==> src/rtl/mdec_pkg.sv <==
package mdec_pkg;
  parameter int ADDR_W     = 17;
  parameter int CFG_W      = 16;
  parameter int NREG       = 4;
  parameter int PAGE_LSB   = 10;
  parameter int MIN_SZ_LOG = 9;
  parameter int CODE_W     = 3;

  localparam int PAGE_W  = ADDR_W - PAGE_LSB;
  localparam int IDX_W   = $clog2(NREG);
  localparam int SHAMT_W = $clog2(ADDR_W + 1);

  // field positions in the packed configuration word
  localparam int F_PAGE_LSB = 0;
  localparam int F_CODE_LSB = 8;
  localparam int F_RO_BIT   = 12;
  localparam int F_EN_BIT   = 15;

  localparam int ROM_IDX = 0;

  typedef struct packed {
    logic              ro;
    logic [CODE_W-1:0] code;
    logic [PAGE_W-1:0] page;
  } region_cfg_t;
endpackage

==> src/rtl/mdec_cfg_regs.sv <==
module mdec_cfg_regs
  import mdec_pkg::*;
(
  input  logic                        clk_i,
  input  logic                        rst_ni,
  input  logic                        we_i,
  input  logic [IDX_W-1:0]            idx_i,
  input  logic [CFG_W-1:0]            wdata_i,
  output region_cfg_t [NREG-1:0]      cfg_o,
  output logic                        map_en_o
);
  region_cfg_t [NREG-1:0] cfg_q;
  logic                   map_en_q;

  region_cfg_t wr_cfg;
  always_comb begin
    wr_cfg.ro   = wdata_i[F_RO_BIT];
    wr_cfg.code = wdata_i[F_CODE_LSB +: CODE_W];
    wr_cfg.page = wdata_i[F_PAGE_LSB +: PAGE_W];
  end

  for (genvar r = 0; r < NREG; r++) begin : g_reg
    always_ff @(posedge clk_i or negedge rst_ni) begin
      if (!rst_ni)                                   cfg_q[r] <= '0;
      else if (we_i && (idx_i == IDX_W'(r)))         cfg_q[r] <= wr_cfg;
    end
  end

  always_ff @(posedge clk_i or negedge rst_ni) begin
    if (!rst_ni)                                     map_en_q <= 1'b0;
    else if (we_i && (idx_i == IDX_W'(ROM_IDX)))     map_en_q <= wdata_i[F_EN_BIT];
  end

  assign cfg_o    = cfg_q;
  assign map_en_o = map_en_q;
endmodule

==> src/rtl/mdec_region_match.sv <==
module mdec_region_match
  import mdec_pkg::*;
(
  input  logic [ADDR_W-1:0] addr_i,
  input  region_cfg_t       cfg_i,
  output logic              hit_o
);
  logic [SHAMT_W-1:0] shamt;
  logic [ADDR_W-1:0]  keep_mask;
  logic [ADDR_W-1:0]  base;

  always_comb begin
    shamt     = SHAMT_W'(MIN_SZ_LOG) + SHAMT_W'(cfg_i.code);
    keep_mask = ~(({{(ADDR_W-1){1'b0}}, 1'b1} << shamt) - {{(ADDR_W-1){1'b0}}, 1'b1});
    base      = {cfg_i.page, {PAGE_LSB{1'b0}}};
    hit_o     = ((addr_i ^ base) & keep_mask) == '0;
  end
endmodule

==> src/rtl/mdec_prio_pick.sv <==
module mdec_prio_pick
  import mdec_pkg::*;
(
  input  logic [NREG-1:0] hit_i,
  output logic [NREG-1:0] grant_o
);
  // highest index wins
  always_comb begin
    logic taken;
    taken   = 1'b0;
    grant_o = '0;
    for (int r = NREG - 1; r >= 0; r--) begin
      if (hit_i[r] && !taken) begin
        grant_o[r] = 1'b1;
        taken      = 1'b1;
      end
    end
  end
endmodule

==> src/rtl/mem_region_decoder.sv <==
module mem_region_decoder
  import mdec_pkg::*;
(
  input  logic              clk_i,
  input  logic              rst_ni,
  input  logic              cfg_we_i,
  input  logic [1:0]        cfg_idx_i,
  input  logic [15:0]       cfg_wdata_i,
  input  logic              acc_valid_i,
  input  logic              acc_we_i,
  input  logic [16:0]       addr_i,
  output logic [3:0]        sel_o,
  output logic              miss_o,
  output logic              fault_o
);
  region_cfg_t [NREG-1:0] cfg;
  logic                   map_en;
  logic [NREG-1:0]        hit;
  logic [NREG-1:0]        grant;
  logic                   ro_hit;
  logic                   fault_q;

  mdec_cfg_regs u_regs (
    .clk_i    (clk_i),
    .rst_ni   (rst_ni),
    .we_i     (cfg_we_i),
    .idx_i    (cfg_idx_i),
    .wdata_i  (cfg_wdata_i),
    .cfg_o    (cfg),
    .map_en_o (map_en)
  );

  for (genvar r = 0; r < NREG; r++) begin : g_match
    mdec_region_match u_match (
      .addr_i (addr_i),
      .cfg_i  (cfg[r]),
      .hit_o  (hit[r])
    );
  end

  mdec_prio_pick u_prio (
    .hit_i   (hit),
    .grant_o (grant)
  );

  always_comb begin
    ro_hit = 1'b0;
    for (int r = 0; r < NREG; r++) ro_hit |= grant[r] & cfg[r].ro;
  end

  always_comb begin
    sel_o  = '0;
    miss_o = 1'b0;
    if (acc_valid_i) begin
      if (!map_en) sel_o[ROM_IDX] = 1'b1;
      else begin
        sel_o  = grant;
        miss_o = ~|grant;
      end
    end
  end

  always_ff @(posedge clk_i or negedge rst_ni) begin
    if (!rst_ni) fault_q <= 1'b0;
    else         fault_q <= acc_valid_i & acc_we_i & map_en & ro_hit;
  end

  assign fault_o = fault_q;
endmodule

==> config.mk <==
export PLATFORM = sky130hd
export DESIGN_NAME = mem_region_decoder
export DESIGN_NICKNAME = d
export VERILOG_FILES = /design/src/rtl/mdec_pkg.sv /design/src/rtl/mdec_cfg_regs.sv /design/src/rtl/mdec_region_match.sv /design/src/rtl/mdec_prio_pick.sv /design/src/rtl/mem_region_decoder.sv
export SDC_FILE = /design/constraint.sdc
export NUM_CORES = 1
export LEC_CHECK = 0
export BUFFER_PORTS_ARGS = -buffer_cell sky130_fd_sc_hd__buf_4
export CORE_MARGIN = 3
export CORE_UTILIZATION = 40
export DETAILED_ROUTE_END_ITERATION = 10
export REMOVE_ABC_BUFFERS = 1
export SLEW_MARGIN = 25
export SYNTH_ARGS = -nofsm -noshare
export SYNTH_HDL_FRONTEND = slang
export SYNTH_HIERARCHICAL = 1
export SYNTH_SLANG_ARGS = --single-unit
==> constraint.sdc <==
create_clock -name clk_i -period 3.3 [get_ports clk_i]
set_input_delay 0.165 -clock clk_i [delete_from_list [all_inputs] [get_ports clk_i]]
set_output_delay 0.165 -clock clk_i [all_outputs]
set_load 0.02 [all_outputs]
==> results of run 1 <==
==> area by class of cell <==
type,count,area [sq um]
clock buffer,7,76.3
clock inverter,1,30.0
fill,812,4150
inverter,13,48.8
multi-input combinational,270,2410
sequential,46,1150
tap,108,135
timing repair buffer,98,761
==> stage by stage <==
stage	hold WS, ps	instance area (sq um)	util (%)	setup TNS [ps]
final	93.3	4610	52.7	-1170
after global placement	209	4200	48.0	-264
after global routing	78.7	4610	52.7	-2030
after CTS	82.3	4520	51.6	-1420
after detailed placement	218	4200	48.0	-515
after floorplan	-131	3450	-	-1060
==> report_power, final <==
group          leakage [nW]  switching (mW)  internal [mW]
logic                  1.34           0.533          0.602
clock network        0.0524           0.194          0.227
registers             0.546          0.0726          0.668
==> layer usage <==
metal	share of wire [%]	wire (um)	track usage, %
met2	47	4640	31.1
met1	47	4620	28.2
met5	0	0	0
met3	4.9	488	3.31
met4	1.5	149	4.91
==> cell families (layout without fill, tap and decap cells) <==
logic type / count (synthesis) / count (layout) / share of synthesized area (%)
flip-flops: 46 / 46 / 31.7
multiplexers: 53 / 53 / 16.3
buffers and inverters: 38 / 119 / 6.31
XOR/XNOR: 36 / 36 / 8.70
other: 4 / 4 / 0.414
adder cells (fa/ha/maj): 8 / 8 / 2.76
AO/OA/AOI/OAI: 68 / 68 / 13.7
AND/OR/NAND/NOR: 101 / 101 / 20.0
==> how the worst max path moves through the flow <==
| stage | end | slack, ps |
|---|---|---|
| after global routing | miss_o | -540 |
| after detailed placement | miss_o | -200 |
| after global placement | sel_o[1] | -110 |
| final | miss_o | -380 |
| after CTS | miss_o | -400 |
| after floorplan | sel_o[0] | -380 |
==> registers in the layout, summed over array words and instances (netlist names) <==
signal / flops
u_regs/map_en_o: 1
fault_o: 1
u_regs/cfg_o: 44
==> cell usage in the layout, fill, tap and decap left out, drive strengths merged, types with 9 or more instances in the layout <==
master and count:
buf 97, nor2b 9, nand3 10, nand3b 10, mux2 49, dfrtp 46, inv 13, xor2 12
xnor2 24, a21oi 13, o21ai 16
==> timing repair <==
| action | in CTS | in global routing |
|---|---|---|
| pin swaps | 18 | 6 |
| resized for setup | 24 | 18 |
| buffers inserted | 14 | 2 |
| hold buffers | 1 | 0 |
| hold endpoints to repair | 46 | 0 |
| endpoints found under the setup margin | 6 | 6 |
==> impl_metrics.toml, run 1 <==
[outcome]
status = "complete, but fails checks"
violations = "negative setup slack"

[clock_tree]
cts_inserted_buffers = 5
clock_sinks = 46
root_buffer = "clkbuf_8"
htreeDepth = 2
cts_tree = "built"
cts_max_path_buffers = 2
clk_pin_slew_ps = 80
clk-insertion-delay-late_ps = 300

[min_path]
holdPathEnd = "u_regs/map_en_o"
min_from = "cfg_wdata_i[15]"
min_path_cells = 2
hold_path_class = "input pin to register"

[logic_synthesis]
yosysMostFrequentCell = "dfrtp_1"
synth_cells = 354
synthArstFlopShare_pct = 100
synth_top_area_share_pct = 31.7
synth_top_cells_by_count = "dfrtp_1 (46), mux2_2 (45), xnor2_1 (24), o21ai_0 (16), a21oi_1 (13)"
synth_edf_count = 0
synth_ff_type = "dfrtp_1"
avgSynthCellArea_sq_um = 10.2
ys_ff_latch = 46
ys_seq_area_share_pct = 31.7
syn_area_sq_mm = 0.00363
yosysWarnings = 6
synth_area_leaders = "dfrtp_1 (32%), mux2_2 (14%), xnor2_1 (5.8%)"
ys_types = 48
synth_top_area_cell = "dfrtp_1"

[floorplan]
rows = 34
die_area_sq_mm = 0.0102
io_pins = 46
die_x_um = 101
core_sq_mm = 0.00876
start_util_pct = 41.4
die_h_um = 101

[grt]
grt_max_degree = 47
overflow = 0
grt_pass1_vias = 3018
grt_first_pass_wirelength_um = 15800
grt_usage_pct = 19.7
antenna_found_initial = 0

[worst_setup_path]
cp.depth = 16
slowest_stage = "or4_4"
crit_start = "u_regs/cfg_o[41]"
rr_worst_depth = 16
critical_path.max_stage_delay_ps = 540
critPathCaptureType = "output port"
reg2reg_to = "fault_o"
worst_ep_required_time_ps = 3130
critPathArrivalTime_ps = 3520
worstPathBufferInverterCount = 3
ff2ff_setup_slack_ps = 190
cp-start-kind = "register"
worstPathMaxFanout = 4
critPathKind = "register to output port"
path_delay_family = "simple AND/OR/NAND/NOR gates"
cp_cell_sequence = "nand2_2 -> inv_2 -> ha_4 -> and3b_2 -> nand3b_1 -> ha_2 -> nor3_4 -> mux2_4 -> a221oi_2 -> or4_4 -> a211oi_2 -> buf_4 -> nor4b_4 -> nor4_1 -> and3_1 -> buf_6"
r2r-start = "u_regs/cfg_o[30]"

[power_and_ir_drop]
cellLeakagePower_nw = 1.94
total_power_mw = 2.30
power_density_mw_per_mm2 = 498
vdd_drop_max_mv = 0.234

[routing]
routedWlPerCell_um = 18.2
drt-pass1-iter-count = 4
ant_nets = 0
routed_wl_um = 9900
drtIter0Drc = 176
drt-vias-per-instance = 5.54
drcViolationCount = 0
vias = 3009

[timing]
timing.fmax_ghz = 0.272
slew_headroom_pct = 51.5
period_share_pct = 112
worstMarginPinSlew_ps = 727
setup_viol = 5
layout_setup_ws_ps = -382
fin_worst_skew_ps = 3.70
rsz0062_at_grt = "true"
hold_violations = 0
period_minus_slack_ps = 3680
drv_slew = 0

[placed_design]
dp_cells = 520
pre_cts_ws_ps = -195
port_buffers = 41
gp_congestion = 0.851
dp_hpwl_um = 6970

[finish]
fin_cells = 543
nets = 482
layout-drive-gt1-share_pct = 45.7
diodes = 0
syn_to_final_growth_pct = 27.3

[job]
max_cap_viol_count = 0
Note: power is estimated with default switching activity, not from simulation.
==> run 2: changes to the inputs <==
--- a/config.mk
+++ b/config.mk
@@ -5,10 +5,10 @@
 export SDC_FILE = /design/constraint.sdc
 export NUM_CORES = 1
 export LEC_CHECK = 0
-export BUFFER_PORTS_ARGS = -buffer_cell sky130_fd_sc_hd__buf_4
-export CORE_MARGIN = 3
+export CORE_MARGIN = 2
 export CORE_UTILIZATION = 40
 export DETAILED_ROUTE_END_ITERATION = 10
+export DONT_BUFFER_PORTS = 1
 export REMOVE_ABC_BUFFERS = 1
 export SLEW_MARGIN = 25
 export SYNTH_ARGS = -nofsm -noshare
==> run 2 against run 1 <==
Sequential cell count is the same; register-to-register slack lost 20 ps; critical path type unchanged; largest power group unchanged; first-iteration DRC count shrank 5.7%; via count shrank 2.5%; clock power is essentially flat; the run still ends with negative setup slack left; setup slack lost 7.5 ps; die area shrank 3.9%.
==> impl_metrics.toml, run 2 (synthesis results as in run 1) <==
[timing]
timing.fmax_ghz = 0.271
rsz0062_at_grt = "true"
whs_ps = 8.71
layout_setup_ws_ps = -390
fin_worst_skew_ps = 5.50
drv_slew = 0
worstMarginPinSlew_ps = 749
setup_viol = 5
hold_violations = 0
slew_headroom_pct = 50.0
period_minus_slack_ps = 3690
period_share_pct = 112

[finish]
layout-drive-gt1-share_pct = 37.7
nets = 442
syn_to_final_growth_pct = 20.4
fin_cells = 503
final_cell_mix = "dfrtp_1 (46), mux2_2 (45), buf_4 (43)"
diodes = 0
largest_reg_flops = 44
final_common_cell = "dfrtp_1"
regArea_sq_mm = 0.00115
final_util_pct = 49.8
multi_input_area_sq_mm = 0.00243
nFillCells = 809

[routing]
drt-vias-per-instance = 5.83
drt-pass1-iter-count = 5
routedWlPerCell_um = 19.7
routed_wl_um = 9920
drtIter0Drc = 166
ant_nets = 0
vias = 2935
drcViolationCount = 0

[placed_design]
dp_cells = 477
gp_congestion = 0.882
dp_hpwl_um = 6740
port_buffers = 0

[grt]
antenna_found_initial = 0
grt_first_pass_wirelength_um = 15700
grt_max_degree = 47
grt_pass1_vias = 2929
overflow = 0
grt_usage_pct = 20.2

[floorplan]
io_pins = 46
rows = 34
die_area_sq_mm = 0.00984
die_x_um = 99.2
die_h_um = 99.2
core_sq_mm = 0.00876
start_util_pct = 41.4

[worst_setup_path]
ff2ff_setup_slack_ps = 170
critPathCaptureType = "output port"
r2r-start = "u_regs/cfg_o[7]"
critPathKind = "register to output port"
cp-start-kind = "register"
reg2reg_to = "fault_o"
rr_worst_depth = 15
critPathArrivalTime_ps = 3520
crit_start = "u_regs/cfg_o[7]"
worstPathMaxFanout = 2
critical_path.endpoint = "sel_o[0]"
worst_ep_required_time_ps = 3130

[clock_tree]
cts_tree = "built"
cts_inserted_buffers = 5
clk_pin_slew_ps = 90
htreeDepth = 2
clock_sinks = 46
cts_max_path_buffers = 2
root_buffer = "clkbuf_8"
clk-insertion-delay-late_ps = 300

[power_and_ir_drop]
total_power_mw = 2.24
vdd_drop_max_mv = 0.275
cellLeakagePower_nw = 1.75
power_density_mw_per_mm2 = 512

[job]
max_cap_viol_count = 0

[outcome]
violations = "negative setup slack"
status = "complete, but fails checks"

[min_path]
hold_path_class = "input pin to register"
-- run 2: cell types whose count changed in the layout (fill, tap and decap cells not counted), sizes merged --
cell / delta
buf: -49
dlygate4sd3: +9
-- run 2: critical path, cell delays in order, from the launching register on --
cell and delay, ps:
dfrtp_1 400, nand2_2 80, inv_2 50, ha_4 150
and3b_1 230, nand3b_1 90, ha_2 210, nor3_4 180
mux2_4 170, a221oi_1 60, or4_4 560, a211oi_4 230
nor4b_4 290, buf_4 160, inv_1 50, a21boi_2 160
buf_4 160
-- run 2: how the worst min path moves through the flow --
stage	slack (ps)	startpoint	cells after the start	end
CTS	0.9	cfg_wdata_i[10]	1	u_regs/cfg_o[20]
global route	0.6	cfg_wdata_i[12]	1	u_regs/cfg_o[21]
finish	9	cfg_wdata_i[0]	1	u_regs/cfg_o[33]
detailed placement	-130	rst_ni	0	u_regs/cfg_o[21]
floorplan	-130	rst_ni	0	fault_o
global placement	-130	rst_ni	0	u_regs/cfg_o[21]
-- run 2: timing repair --
item / in CTS / in global routing
hold buffers: 5 / 6
setup endpoints to repair: 5 / 6
resized for setup: 38 / 7
setup buffers: 6 / 2
endpoints found under the hold margin: 48 / 9
pin swaps: 12 / 8
-- run 2: cell type report --
cell class | count | share of cell area (%)
Multi-Input combinational cell | 270 | 55.6
Sequential cell | 46 | 26.4
Timing Repair Buffer | 58 | 11.3
Tap cell | 108 | 3.10
Clock buffer | 7 | 1.75
Inverter | 13 | 1.12
Clock inverter | 1 | 0.688
-- run 2: power breakdown --
| group | leakage, nW | switching (mW) | internal (mW) |
|---|---|---|---|
| Clock | 0.0524 | 0.197 | 0.227 |
| Combinational | 1.15 | 0.509 | 0.562 |
| Sequential | 0.546 | 0.0734 | 0.668 |
| Total | 1.75 | 0.780 | 1.46 |
-- run 2: per-layer routing --
layer  GRT usage (%)  part of all wire [%]  wire length, um
met1            27.9                    46             4520
met2            32.3                    47             4640
met3            4.78                   6.8              674
met4            4.85                  0.94               93
met5               0                     0                0
-- run 2: per-stage QoR --
stage / setup TNS [ps] / area (sq um) / setup WS (ps)
3_5_place_dp: -442 / 3880 / -190
4_1_cts: -1230 / 4270 / -324
3_3_place_gp: -256 / 3880 / -148
6_report: -1170 / 4370 / -390
2_1_floorplan: -1060 / 3450 / -380
5_1_grt: -1940 / 4370 / -575
==> run 3: changes to the inputs <==
--- a/config.mk
+++ b/config.mk
@@ -9,6 +9,7 @@
 export CORE_UTILIZATION = 40
 export DETAILED_ROUTE_END_ITERATION = 10
 export DONT_BUFFER_PORTS = 1
+export RECOVER_POWER = 25
 export REMOVE_ABC_BUFFERS = 1
 export SLEW_MARGIN = 25
 export SYNTH_ARGS = -nofsm -noshare
==> run 3 against run 2 <==
The flow finishes with violations (max-capacitance violations, max-slew violations, negative setup slack); clock skew shrank 0.98 ps; clock-buffer cell count did not move; die area did not move; sequential share of layout area grew 0.14 points; clock power about the same; register-to-register slack is essentially flat; critical path depth unchanged; maximum frequency is 0.49% higher; power shrank 0.52%; largest power group unchanged; hold slack better by 1.2 ps.
==> impl_metrics.toml, run 3 (synthesis results as in run 1) <==
[placed_design]
dp_cells = 477
port_buffers = 0
gp_congestion = 0.882
dp_hpwl_um = 6740

[clock_tree]
root_buffer = "clkbuf_8"
cts_tree = "built"
clk-insertion-delay-late_ps = 300
htreeDepth = 2
cts_max_path_buffers = 2
clock_sinks = 46
clk_pin_slew_ps = 90
cts_inserted_buffers = 5

[timing]
rsz0062_at_grt = "true"
period_share_pct = 111
setup_viol = 5
fin_worst_skew_ps = 4.51
timing.fmax_ghz = 0.272
slew_headroom_pct = -67.3
hold_violations = 0
drv_slew = 47
worstMarginPinSlew_ps = 2510
layout_setup_ws_ps = -372
period_minus_slack_ps = 3670

[routing]
vias = 2936
drt-vias-per-instance = 5.84
drcViolationCount = 0
routed_wl_um = 9880
routedWlPerCell_um = 19.6
drt-pass1-iter-count = 4
ant_nets = 0
drtIter0Drc = 190

[grt]
grt_usage_pct = 20.2
grt_first_pass_wirelength_um = 15700
grt_max_degree = 47
grt_pass1_vias = 2929
overflow = 0
antenna_found_initial = 0

[finish]
regArea_sq_mm = 0.00115
nets = 442
diodes = 0
layout-drive-gt1-share_pct = 37.5
fin_cells = 503
multi_input_area_sq_mm = 0.00243
largest_reg_flops = 44
final_common_cell = "dfrtp_1"
syn_to_final_growth_pct = 19.7
nFillCells = 811
final_cell_mix = "dfrtp_1 (46), mux2_2 (45), buf_4 (43)"
final_util_pct = 49.5

[power_and_ir_drop]
internal_power_mw = 1.45
seqPwrFrac_pct = 33.3
clkPwrFrac_pct = 18.9
switching_share_pct = 34.6
power.switching_mw = 0.771
vdd_drop_max_mv = 0.274
cellLeakagePower_nw = 1.74
power_density_mw_per_mm2 = 513
power_frac_comb_pct = 47.8

[floorplan]
core_sq_mm = 0.00876
die_area_sq_mm = 0.00984
io_pins = 46
rows = 34
die_x_um = 99.2
die_h_um = 99.2
start_util_pct = 41.4

[worst_setup_path]
reg2reg_to = "fault_o"
cp-start-kind = "register"
critical_path.endpoint = "sel_o[0]"
worstPathMaxFanout = 2
rr_worst_depth = 16
ff2ff_setup_slack_ps = 170
critPathCaptureType = "output port"
critPathKind = "register to output port"
worst_ep_required_time_ps = 3130
crit_start = "u_regs/cfg_o[7]"
r2r-start = "u_regs/cfg_o[30]"
critPathArrivalTime_ps = 3510

[outcome]
status = "complete, but fails checks"
violations = "max-capacitance violations, max-slew violations, negative setup slack"

[job]
max_cap_viol_count = 1

[min_path]
hold_path_class = "input pin to register"
==> run 3: worst min path at each step <==
stage	startpoint	to	slack, ps	cells past startpoint
floorplan	rst_ni	fault_o	-130	0
global placement	rst_ni	u_regs/cfg_o[21]	-130	0
detailed placement	rst_ni	u_regs/cfg_o[21]	-130	0
CTS	cfg_wdata_i[10]	u_regs/cfg_o[20]	0.9	1
global route	cfg_wdata_i[12]	u_regs/cfg_o[21]	0.6	1
finish	cfg_wdata_i[9]	u_regs/cfg_o[19]	10	1
==> run 3: layer usage <==
| metal | wire length [um] | share of wire [%] | global-route usage, % | vias up |
|---|---|---|---|---|
| met4 | 76 | 0.77 | 4.85 | 0 |
| met5 | 0 | 0 | 0 | - |
| met1 | 4280 | 43 | 27.9 | 1460 |
| li1 | - | - | - | 1368 |
| met2 | 4660 | 47 | 32.3 | 99 |
| met3 | 864 | 8.7 | 4.78 | 9 |
==> run 3: power by group through the flow <==
stage	combinational (mW)	clock, mW	sequential (mW)
floorplan	0.621	0	0.781
global placement	0.909	0	0.743
detailed placement	0.932	0	0.748
CTS	1.03	0.435	0.741
global route	1.16	0.456	0.757
finish	1.06	0.421	0.741
==> run 3: cell type report <==
type                       count  area share, %
inverter                      13           1.12
sequential                    46           26.5
tap                          108           3.11
clock buffer                   7           1.76
timing repair buffer          58           10.9
multi-input combinational    270           55.9
clock inverter                 1          0.692
==> run 3: critical path, cell delays in order (launching register included) <==
cell and delay (ps):
dfrtp_1 400, nand2_2 80, inv_2 50, ha_4 150, and3b_1 220, nand3b_1 90, ha_2 210, nor3_4 180
mux2_4 160, a221oi_1 60, or4_4 560, a211oi_4 220, nor4b_4 290, buf_4 160, inv_1 50, a21boi_2 160
buf_4 160
==> run 3: repair_timing <==
action	4_1_cts	5_1_grt
buffers inserted	6	2
hold buffers	5	6
endpoints found under the setup margin	5	6
pin swaps	12	8
hold endpoints to repair	48	9
resized for setup	38	7
==> run 3: metrics by stage <==
step / total power, mW / area [sq um] / TNS (ps) / setup WS (ps) / hold slack [ps]
3_5_place_dp: 1.68 / 3880 / -442 / -190 / -129
2_1_floorplan: 1.40 / 3450 / -1060 / -380 / -131
4_1_cts: 2.21 / 4270 / -1230 / -324 / 0.909
5_1_grt: 2.37 / 4340 / -1940 / -575 / 0.632
3_3_place_gp: 1.65 / 3880 / -256 / -148 / -129
6_report: 2.23 / 4340 / -1160 / -372 / 9.87
